File: config.mk
export PLATFORM = sky130hd
export DESIGN_NAME = phys_renamer
export DESIGN_NICKNAME = d
export VERILOG_FILES = /design/src/rtl/rn_pkg.sv /design/src/rtl/rn_map_table.sv /design/src/rtl/rn_free_list.sv /design/src/rtl/rn_history.sv /design/src/rtl/phys_renamer.sv
export SDC_FILE = /design/constraint.sdc
export NUM_CORES = 1
export LEC_CHECK = 0
export ABC_AREA = 0
export BUFFER_PORTS_ARGS = -buffer_cell sky130_fd_sc_hd__buf_4
export CORE_MARGIN = 4
export CORE_UTILIZATION = 56
export DETAILED_ROUTE_END_ITERATION = 12
export GPL_ROUTABILITY_DRIVEN = 0
export GPL_TIMING_DRIVEN = 0
export MAX_ROUTING_LAYER = met4
export PLACE_DENSITY = 0.77
export SYNTH_ARGS = -nofsm -noshare
export SYNTH_HDL_FRONTEND = slang
export SYNTH_SLANG_ARGS = --single-unit
File: constraint.sdc
create_clock -name clk -period 3.5 [get_ports clk]
set_input_delay 0.525 -clock clk [delete_from_list [all_inputs] [get_ports clk]]
set_output_delay 0.525 -clock clk [all_outputs]
set_load 0.02 [all_outputs]
File: src/rtl/rn_pkg.sv
// Package rn_pkg
// Shared types and helpers for the register renamer.
// Assumes every circular pointer is advanced with wrap_step.
package rn_pkg;

    typedef enum logic {
        RB_IDLE = 1'b0,
        RB_WALK = 1'b1
    } rb_state_e;

    // Moves a circular pointer by +1 or -1 within [0, depth).
    function automatic int wrap_step(input int ptr, input bit up, input int depth);
        int nxt;
        if (up) nxt = (ptr == depth - 1) ? 0 : ptr + 1;
        else    nxt = (ptr == 0) ? depth - 1 : ptr - 1;
        return nxt;
    endfunction

endpackage

File: src/rtl/rn_map_table.sv
// Module rn_map_table
// Table indexed by architectural register that holds one physical tag per entry.
// It has NRD combinational read ports and one write port. Reset loads the
// identity mapping. The caller guarantees at most one write per cycle.
module rn_map_table #(
    parameter  int NENT = 8,
    parameter  int TW   = 4,
    parameter  int NRD  = 3,
    localparam int IXW  = (NENT > 1) ? $clog2(NENT) : 1
) (
    input  logic           clk,
    input  logic           rst_n,
    input  logic           wr_en,
    input  logic [IXW-1:0] wr_idx,
    input  logic [TW-1:0]  wr_tag,
    input  logic [IXW-1:0] rd_idx [NRD],
    output logic [TW-1:0]  rd_tag [NRD]
);

    logic [TW-1:0] tbl [NENT];

    // Identity mapping on reset, single write otherwise.
    always_ff @(posedge clk) begin
        if (!rst_n) begin
            for (int i = 0; i < NENT; i++) tbl[i] <= TW'(i);
        end else if (wr_en) begin
            tbl[wr_idx] <= wr_tag;
        end
    end

    // Independent combinational read ports.
    for (genvar g = 0; g < NRD; g++) begin : g_rd
        assign rd_tag[g] = tbl[rd_idx[g]];
    end

endmodule

File: src/rtl/rn_free_list.sv
// Module rn_free_list
// Circular queue of free physical register numbers. Reset fills it with
// BASE .. BASE+DEPTH-1 in pop order. Supports one push and one pop per cycle.
// Assumes the caller never pops when empty and never pushes when full.
module rn_free_list #(
    parameter  int DEPTH = 8,
    parameter  int TW    = 4,
    parameter  int BASE  = 8,
    localparam int IW    = (DEPTH > 1) ? $clog2(DEPTH) : 1,
    localparam int CW    = $clog2(DEPTH + 1)
) (
    input  logic          clk,
    input  logic          rst_n,
    input  logic          pop_en,
    output logic [TW-1:0] pop_tag,
    input  logic          push_en,
    input  logic [TW-1:0] push_tag,
    output logic          empty,
    output logic [CW-1:0] count
);
    import rn_pkg::*;

    logic [TW-1:0] slots [DEPTH];
    logic [IW-1:0] rd_ptr;
    logic [IW-1:0] wr_ptr;

    assign pop_tag = slots[rd_ptr];
    assign empty   = (count == '0);

    // Queue storage: initial contents on reset, tail write on push.
    always_ff @(posedge clk) begin
        if (!rst_n) begin
            for (int i = 0; i < DEPTH; i++) slots[i] <= TW'(BASE + i);
        end else if (push_en) begin
            slots[wr_ptr] <= push_tag;
        end
    end

    // Pointer and occupancy update.
    always_ff @(posedge clk) begin
        if (!rst_n) begin
            rd_ptr <= '0;
            wr_ptr <= '0;
            count  <= CW'(DEPTH);
        end else begin
            if (pop_en)  rd_ptr <= IW'(wrap_step(int'(rd_ptr), 1'b1, DEPTH));
            if (push_en) wr_ptr <= IW'(wrap_step(int'(wr_ptr), 1'b1, DEPTH));
            count <= count + CW'(push_en) - CW'(pop_en);
        end
    end

endmodule

File: src/rtl/rn_history.sv
// Module rn_history
// In-order history buffer. Each slot keeps the destination, the new tag, the
// previous tag and a done flag. It allocates at the tail, retires at the head
// and undoes at the tail. The caller keeps allocate and undo apart, and retire
// and undo apart, in any one cycle.
module rn_history #(
    parameter  int DEPTH = 8,
    parameter  int AW    = 3,
    parameter  int TW    = 4,
    localparam int IW    = (DEPTH > 1) ? $clog2(DEPTH) : 1,
    localparam int CW    = $clog2(DEPTH + 1)
) (
    input  logic          clk,
    input  logic          rst_n,
    input  logic          alloc_en,
    input  logic          alloc_has,
    input  logic [AW-1:0] alloc_arch,
    input  logic [TW-1:0] alloc_new,
    input  logic [TW-1:0] alloc_old,
    input  logic          cmpl_en,
    input  logic [IW-1:0] cmpl_idx,
    input  logic          ret_en,
    input  logic          undo_en,
    output logic [IW-1:0] tail_idx,
    output logic [CW-1:0] count,
    output logic          full,
    output logic          head_vld,
    output logic          head_done,
    output logic          head_has,
    output logic [AW-1:0] head_arch,
    output logic [TW-1:0] head_new,
    output logic [TW-1:0] head_old,
    output logic          last_has,
    output logic [AW-1:0] last_arch,
    output logic [TW-1:0] last_new,
    output logic [TW-1:0] last_old,
    output logic          cmpl_hit,
    output logic          cmpl_has,
    output logic [TW-1:0] cmpl_tag
);
    import rn_pkg::*;

    typedef struct packed {
        logic          has;
        logic [AW-1:0] arch;
        logic [TW-1:0] new_tag;
        logic [TW-1:0] old_tag;
    } hist_ent_t;

    hist_ent_t     ent  [DEPTH];
    logic [DEPTH-1:0] vld;
    logic [DEPTH-1:0] done;
    logic [IW-1:0] head;
    logic [IW-1:0] tail;
    logic [IW-1:0] last;

    assign last     = IW'(wrap_step(int'(tail), 1'b0, DEPTH));
    assign tail_idx = tail;
    assign full     = (count == CW'(DEPTH));
    assign head_vld = (count != '0);
    assign head_done = done[head];
    assign head_has  = ent[head].has;
    assign head_arch = ent[head].arch;
    assign head_new  = ent[head].new_tag;
    assign head_old  = ent[head].old_tag;
    assign last_has  = ent[last].has;
    assign last_arch = ent[last].arch;
    assign last_new  = ent[last].new_tag;
    assign last_old  = ent[last].old_tag;
    assign cmpl_hit  = vld[cmpl_idx];
    assign cmpl_has  = ent[cmpl_idx].has;
    assign cmpl_tag  = ent[cmpl_idx].new_tag;

    // Slot payload is written only at allocation.
    always_ff @(posedge clk) begin
        if (!rst_n) begin
            for (int i = 0; i < DEPTH; i++) ent[i] <= '0;
        end else if (alloc_en) begin
            ent[tail] <= '{has: alloc_has, arch: alloc_arch,
                           new_tag: alloc_new, old_tag: alloc_old};
        end
    end

    // Per-slot in-flight and done flags.
    always_ff @(posedge clk) begin
        if (!rst_n) begin
            vld  <= '0;
            done <= '0;
        end else begin
            if (cmpl_en && vld[cmpl_idx]) done[cmpl_idx] <= 1'b1;
            if (ret_en) begin
                vld[head]  <= 1'b0;
                done[head] <= 1'b0;
            end
            if (undo_en) begin
                vld[last]  <= 1'b0;
                done[last] <= 1'b0;
            end
            if (alloc_en) begin
                vld[tail]  <= 1'b1;
                done[tail] <= 1'b0;
            end
        end
    end

    // Head, tail and occupancy.
    always_ff @(posedge clk) begin
        if (!rst_n) begin
            head  <= '0;
            tail  <= '0;
            count <= '0;
        end else begin
            if (ret_en) head <= IW'(wrap_step(int'(head), 1'b1, DEPTH));
            if (alloc_en)     tail <= IW'(wrap_step(int'(tail), 1'b1, DEPTH));
            else if (undo_en) tail <= last;
            count <= count + CW'(alloc_en) - CW'(ret_en) - CW'(undo_en);
        end
    end

endmodule

File: src/rtl/phys_renamer.sv
// Module phys_renamer
// Renames architectural registers onto NUM_ARCH+ROB_DEPTH physical registers.
// One dispatch, one completion, one retirement and one rollback step per cycle.
// Ready state is kept per physical register, so a restored mapping keeps the
// readiness of its register. The caller sends completions only for slots that
// are not being rolled back.
module phys_renamer #(
    parameter  int NUM_ARCH  = 8,
    parameter  int ROB_DEPTH = 8,
    localparam int NUM_PHYS  = NUM_ARCH + ROB_DEPTH,
    localparam int AW        = (NUM_ARCH > 1) ? $clog2(NUM_ARCH) : 1,
    localparam int TW        = $clog2(NUM_PHYS),
    localparam int IW        = (ROB_DEPTH > 1) ? $clog2(ROB_DEPTH) : 1,
    localparam int CW        = $clog2(ROB_DEPTH + 1)
) (
    input  logic          clk,
    input  logic          rst_n,
    input  logic          disp_valid,
    input  logic          disp_has_dst,
    input  logic [AW-1:0] disp_dst_arch,
    input  logic [AW-1:0] disp_src0_arch,
    input  logic [AW-1:0] disp_src1_arch,
    input  logic          sched_full,
    output logic          disp_accept,
    output logic [IW-1:0] disp_idx,
    output logic [TW-1:0] disp_dst_tag,
    output logic [TW-1:0] disp_old_tag,
    output logic [TW-1:0] disp_src0_tag,
    output logic          disp_src0_rdy,
    output logic [TW-1:0] disp_src1_tag,
    output logic          disp_src1_rdy,
    input  logic          cmpl_valid,
    input  logic [IW-1:0] cmpl_idx,
    output logic          ret_valid,
    output logic          ret_has_dst,
    output logic [AW-1:0] ret_arch,
    output logic [TW-1:0] ret_tag,
    input  logic          rb_req,
    input  logic [CW-1:0] rb_count,
    output logic          rb_busy,
    input  logic [AW-1:0] arch_rd_idx,
    output logic [TW-1:0] arch_rd_tag,
    output logic [CW-1:0] free_count
);
    import rn_pkg::*;

    // Rollback walk state.
    rb_state_e     rb_state;
    logic [CW-1:0] rb_left;
    logic [CW-1:0] rb_clamp;
    logic          hold;
    logic          undo_en;

    // Free list.
    logic          fl_pop;
    logic          fl_push;
    logic [TW-1:0] fl_push_tag;
    logic [TW-1:0] fl_head_tag;
    logic          fl_empty;
    logic [CW-1:0] fl_count;

    // History buffer.
    logic [IW-1:0] h_tail;
    logic [CW-1:0] h_count;
    logic          h_full;
    logic          h_head_vld, h_head_done, h_head_has;
    logic [AW-1:0] h_head_arch;
    logic [TW-1:0] h_head_new, h_head_old;
    logic          h_last_has;
    logic [AW-1:0] h_last_arch;
    logic [TW-1:0] h_last_new, h_last_old;
    logic          h_cmpl_hit, h_cmpl_has;
    logic [TW-1:0] h_cmpl_tag;

    // Map tables.
    logic          sm_wr_en;
    logic [AW-1:0] sm_wr_idx;
    logic [TW-1:0] sm_wr_tag;
    logic [AW-1:0] sm_rd_idx [3];
    logic [TW-1:0] sm_rd_tag [3];
    logic          am_wr_en;
    logic [AW-1:0] am_rd_idx [1];
    logic [TW-1:0] am_rd_tag [1];

    // Ready bits and wakeup.
    logic [NUM_PHYS-1:0] prdy;
    logic                cmpl_fire;
    logic                wake;

    // Dispatch and retirement are both held during a rollback and in its request cycle.
    assign hold    = (rb_state == RB_WALK) | rb_req;
    assign undo_en = (rb_state == RB_WALK);
    assign rb_busy = undo_en;

    assign disp_accept = disp_valid & ~hold & ~sched_full & ~h_full
                       & (~disp_has_dst | ~fl_empty);
    assign fl_pop      = disp_accept & disp_has_dst;
    assign ret_valid   = ~hold & h_head_vld & h_head_done;
    assign ret_has_dst = h_head_has;
    assign ret_arch    = h_head_arch;
    assign ret_tag     = h_head_new;

    // Returned registers: previous tag on retirement, new tag on undo.
    assign fl_push     = (ret_valid & h_head_has) | (undo_en & h_last_has);
    assign fl_push_tag = undo_en ? h_last_new : h_head_old;

    // Speculative map write: allocation or restore (never in the same cycle).
    always_comb begin
        sm_wr_en  = 1'b0;
        sm_wr_idx = disp_dst_arch;
        sm_wr_tag = fl_head_tag;
        if (fl_pop) begin
            sm_wr_en = 1'b1;
        end else if (undo_en && h_last_has) begin
            sm_wr_en  = 1'b1;
            sm_wr_idx = h_last_arch;
            sm_wr_tag = h_last_old;
        end
    end

    assign sm_rd_idx[0] = disp_src0_arch;
    assign sm_rd_idx[1] = disp_src1_arch;
    assign sm_rd_idx[2] = disp_dst_arch;
    assign am_rd_idx[0] = arch_rd_idx;
    assign am_wr_en     = ret_valid & h_head_has;

    assign disp_idx      = h_tail;
    assign disp_dst_tag  = fl_head_tag;
    assign disp_old_tag  = sm_rd_tag[2];
    assign disp_src0_tag = sm_rd_tag[0];
    assign disp_src1_tag = sm_rd_tag[1];
    assign arch_rd_tag   = am_rd_tag[0];
    assign free_count    = fl_count;

    // Completion wakeup with same-cycle bypass to the source read ports.
    assign cmpl_fire     = cmpl_valid & h_cmpl_hit;
    assign wake          = cmpl_fire & h_cmpl_has;
    assign disp_src0_rdy = prdy[sm_rd_tag[0]] | (wake & (h_cmpl_tag == sm_rd_tag[0]));
    assign disp_src1_rdy = prdy[sm_rd_tag[1]] | (wake & (h_cmpl_tag == sm_rd_tag[1]));

    // Per-register ready bits: set on wakeup, cleared on allocation.
    always_ff @(posedge clk) begin
        if (!rst_n) begin
            prdy <= '1;
        end else begin
            if (wake)   prdy[h_cmpl_tag]  <= 1'b1;
            if (fl_pop) prdy[fl_head_tag] <= 1'b0;
        end
    end

    assign rb_clamp = (rb_count > h_count) ? h_count : rb_count;

    // Rollback sequencer: counts down the slots to discard, one per cycle.
    always_ff @(posedge clk) begin
        if (!rst_n) begin
            rb_state <= RB_IDLE;
            rb_left  <= '0;
        end else if (rb_state == RB_IDLE) begin
            if (rb_req) begin
                rb_left  <= rb_clamp;
                rb_state <= (rb_clamp != '0) ? RB_WALK : RB_IDLE;
            end
        end else begin
            rb_left <= rb_left - CW'(1);
            if (rb_left == CW'(1)) rb_state <= RB_IDLE;
        end
    end

    rn_free_list #(
        .DEPTH (ROB_DEPTH),
        .TW    (TW),
        .BASE  (NUM_ARCH)
    ) i_free_list (
        .clk      (clk),
        .rst_n    (rst_n),
        .pop_en   (fl_pop),
        .pop_tag  (fl_head_tag),
        .push_en  (fl_push),
        .push_tag (fl_push_tag),
        .empty    (fl_empty),
        .count    (fl_count)
    );

    rn_map_table #(
        .NENT (NUM_ARCH),
        .TW   (TW),
        .NRD  (3)
    ) i_spec_map (
        .clk    (clk),
        .rst_n  (rst_n),
        .wr_en  (sm_wr_en),
        .wr_idx (sm_wr_idx),
        .wr_tag (sm_wr_tag),
        .rd_idx (sm_rd_idx),
        .rd_tag (sm_rd_tag)
    );

    rn_map_table #(
        .NENT (NUM_ARCH),
        .TW   (TW),
        .NRD  (1)
    ) i_arch_map (
        .clk    (clk),
        .rst_n  (rst_n),
        .wr_en  (am_wr_en),
        .wr_idx (h_head_arch),
        .wr_tag (h_head_new),
        .rd_idx (am_rd_idx),
        .rd_tag (am_rd_tag)
    );

    rn_history #(
        .DEPTH (ROB_DEPTH),
        .AW    (AW),
        .TW    (TW)
    ) i_history (
        .clk        (clk),
        .rst_n      (rst_n),
        .alloc_en   (disp_accept),
        .alloc_has  (disp_has_dst),
        .alloc_arch (disp_dst_arch),
        .alloc_new  (fl_head_tag),
        .alloc_old  (sm_rd_tag[2]),
        .cmpl_en    (cmpl_fire),
        .cmpl_idx   (cmpl_idx),
        .ret_en     (ret_valid),
        .undo_en    (undo_en),
        .tail_idx   (h_tail),
        .count      (h_count),
        .full       (h_full),
        .head_vld   (h_head_vld),
        .head_done  (h_head_done),
        .head_has   (h_head_has),
        .head_arch  (h_head_arch),
        .head_new   (h_head_new),
        .head_old   (h_head_old),
        .last_has   (h_last_has),
        .last_arch  (h_last_arch),
        .last_new   (h_last_new),
        .last_old   (h_last_old),
        .cmpl_hit   (h_cmpl_hit),
        .cmpl_has   (h_cmpl_has),
        .cmpl_tag   (h_cmpl_tag)
    );

endmodule

==> impl_results.md <==
- Final WL: 42.9 mm
- Share of cells above drive strength 1: 25.2%
- Highest metal used: met4
- Unrepaired setup endpoints after global routing: true
- Ys async rst share: 0%
- Static leakage: 0.00584 uW
- CP Data Required Time: 3.86 ns
- Count leader, synth: edfxtp_1
- Port Buffers: 53
- Post-Syn Area: 14200 um^2
- CTS Sinks: 255
- Cell Int Power: 6630 uW
- Gr ovfl total: 0
- Hold depth: 4
- Setup crit end kind: register
- Net count after synthesis: 1291
- Hold slack: 0.430 ns
- CTS tree: done
- FF-to-FF path depth: 12
- Area fraction of the dominant cell type after synthesis: 40.5%
- Final setup viols: 0
- WL met1: 15.4 mm
- Worst hold path class: in2reg
- Filler cells: 1834
- TritonCTS buffer count: 27
- Least-Margin Pin Slew: 1.13 ns
- Final Skew: 0.0134 ns
- Crit path DAT: 3.84 ns
- GRT Total Usage: 30.4%
- Period utilisation layout: 99.4%
- Crit-path max FO: 10
- Largest net degree at the start of global routing: 15
- Critical Path Start Type: register
- Max-cap viol count: 0
- Largest area contributor in the netlist: edfxtp_1
- Synth top area cells: edfxtp_1, mux4_2, dfxtp_1
- Outcome: finished, final reports clean
- Clock Power Share: 27.3%
- CTS root buffer: clkbuf_16
- Initial Util: 56.7%
- Period minus WS final: 3.48 ns
- Detail Route Antenna Nets: 0
- Vias/cell: 6.83
- I/O pins: 66
- DRC: 0
- Ys flop type: edfxtp_1
- Net switching power: 3850 uW
- Sw frac: 36.7%
- Sequential area share after synthesis: 49.4%
- Final nets: 1397
- Post-synth EDFFs: 192
- Final hold violation count: 0
- Combinational share of power: 38.1%
- Hold worst-path end: rb_left[3]
- Gate Count Post-Synth: 1236
- Initial antenna violation count: 1
- PD cells: 630 nW/um^2
- Met3 WL: 5.02 mm
- Initial DRC Count: 2102
- Sequential share of power: 34.6%
- Die Span Y: 167 um
- Final setup TNS: 0 ns
- Hold Crit Start: rb_count[3]
- R2R setup slack: 0.02 ns
- Headroom to the max-slew limit: 24.6%
- HPWL Detailed: 29.7 mm
- WS Path Type: reg2reg
- H-Tree Depth: 1
- Router iterations before antenna repair: 8
- Routed vias: 11600
- Die ar.: 28000 um^2
- Core area: 25100 um^2
- Placed instance count: 1624
- F_max: 0.287 GHz
- Synth Warn #: 0
- Cell Rows: 58
- Synth cell count leaders: edfxtp_1, nor2_1, nand2_1
- Met2 Wirelength: 20.1 mm
- PnR Total Power: 10500 uW
- Vias in the first global route: 11400
- WL/cell: 25.3 um
- Hold buffers post-CTS: 0
- Slew Viols, Final: 0
- Worst-case clock buffer depth: 3
- First-pass GRT wire length: 64.7 mm
- Finished Layout Cells: 1694
- Clock latency on the worst-skew pair: 0.55 ns
- Synth cell types: 74
- Clock-pin slew on the worst setup and hold paths: 0.06 ns
- Worst flop-to-flop path endpoint: i_spec_map.tbl[0][2]
- Syn avg cell area: 11.5 um^2
- Die Span X: 167 um
- Max IR drop VDD: 0.000424 V
- P&R area growth vs syn: 16.9%
- Worst R2R Start: i_history.tail_idx[0]
- Synth Register Bits: 255
==> final cells by class <==
class                      count  area [um^2]  area share, %
timing repair buffer          79          612           3.68
tap                          330          413           2.48
clock inverter                13          123          0.737
buffer                        77          405           2.44
inverter                      50          191           1.15
sequential                   255         7030           42.2
multi-input combinational    852         7100           42.7
clock buffer                  37          766           4.60
antenna                        1         2.50         0.0150
==> through the flow <==
step | util [%] | cell area, um^2 | setup WS [ns]
3_5_place_dp | 60.4 | 15200 | -0.844
2_1_floorplan | - | 14200 | 0.0351
3_3_place_gp | 60.0 | 15100 | -1.45
4_1_cts | 65.2 | 16400 | -0.0119
6_report | 66.3 | 16600 | 0.0216
5_1_grt | 66.3 | 16600 | -0.0480
==> critical path, stage by stage, from the launching register on <==
cell and delay [ns]:
dfxtp_4 0.40, clkinvlp_4 0.12, buf_6 0.16, ha_1 0.29, buf_4 0.18, nand2b_1 0.24, buf_2 0.39, clkbuf_4 0.36
o22ai_1 0.12, a21oi_1 0.23, a21oi_1 0.16, mux2_2 0.39, nor3_1 0.26
==> kinds of logic after synthesis <==
logic type / after synthesis / share of synthesized area [%]
adders and majority gates: 29 / 2.71
buffers and inverters: 129 / 3.66
DFF: 255 / 49.4
xor gates and xnor gates: 10 / 0.615
and+or+nand+nor: 437 / 15.1
muxes: 169 / 18.7
AOI/OAI and AO/OA: 207 / 9.91
==> worst max path at each step <==
stage                           from                   end  slack, ns
6_report       i_history.tail_idx[0]  i_spec_map.tbl[0][2]       0.02
5_1_grt        i_history.tail_idx[0]  i_free_list.count[3]      -0.05
4_1_cts        i_history.tail_idx[0]  i_spec_map.tbl[2][3]      -0.01
3_5_place_dp   i_history.tail_idx[0]  i_spec_map.tbl[0][3]      -0.84
3_3_place_gp                 rb_busy   i_history.ent[4][7]      -1.45
2_1_floorplan  i_history.tail_idx[0]  i_spec_map.tbl[0][0]       0.04
==> state kept, by name, summed over array words and instances, names as in the netlist, 4 cells and up, named ones only <==
| signal | flops |
|---|---|
| i_history.ent | 96 |
| i_arch_map.tbl | 32 |
| i_free_list.slots | 32 |
| i_spec_map.tbl | 32 |
| prdy | 16 |
| i_history.done | 8 |
| i_history.vld | 8 |
| i_free_list.count | 4 |
| i_history.count | 4 |
| rb_left | 4 |
==> cell usage in the layout, fill, tap and decap left out, types with 18 or more instances in the layout <==
master	Yosys	layout
a21oi_1	53	49
nand3_1	26	26
mux2_2	27	27
and2_1	28	28
o21ai_0	32	18
edfxtp_1	192	192
nand2b_1	20	19
o22ai_1	24	23
nand2_1	82	77
buf_4	2	79
nor3_1	50	47
nor2b_1	23	22
a211oi_1	28	26
clkbuf_1	42	33
dfxtp_1	63	61
mux2i_1	68	57
mux4_2	73	73
inv_1	48	46
nor2_1	147	146
clkbuf_16	0	28
ha_1	26	24
==> layer usage <==
metal	vias to the layer above	global-route usage [%]
met5	-	-
met3	203	6.66
li1	4907	-
met4	0	12.2
met1	5597	38.7
met2	859	47.8
==> power groups by stage <==
stage                     sequential [uW]  combinational [uW]  clock, uW
final                                3620                4000       2860
after global placement               3670                3230          0
after CTS                            3610                3680       2860
after floorplan                      3650                2300          0
after detailed placement             3670                3350          0
after global routing                 3640                4230       3000
==> repair_timing <==
action | CTS | global route
pin swaps | 13 | 7
buffers inserted | 8 | 13
cloned | 0 | 0
setup endpoints to repair | 228 | 136
resized for setup | 69 | 42
Power figures use the tool's default switching activity.
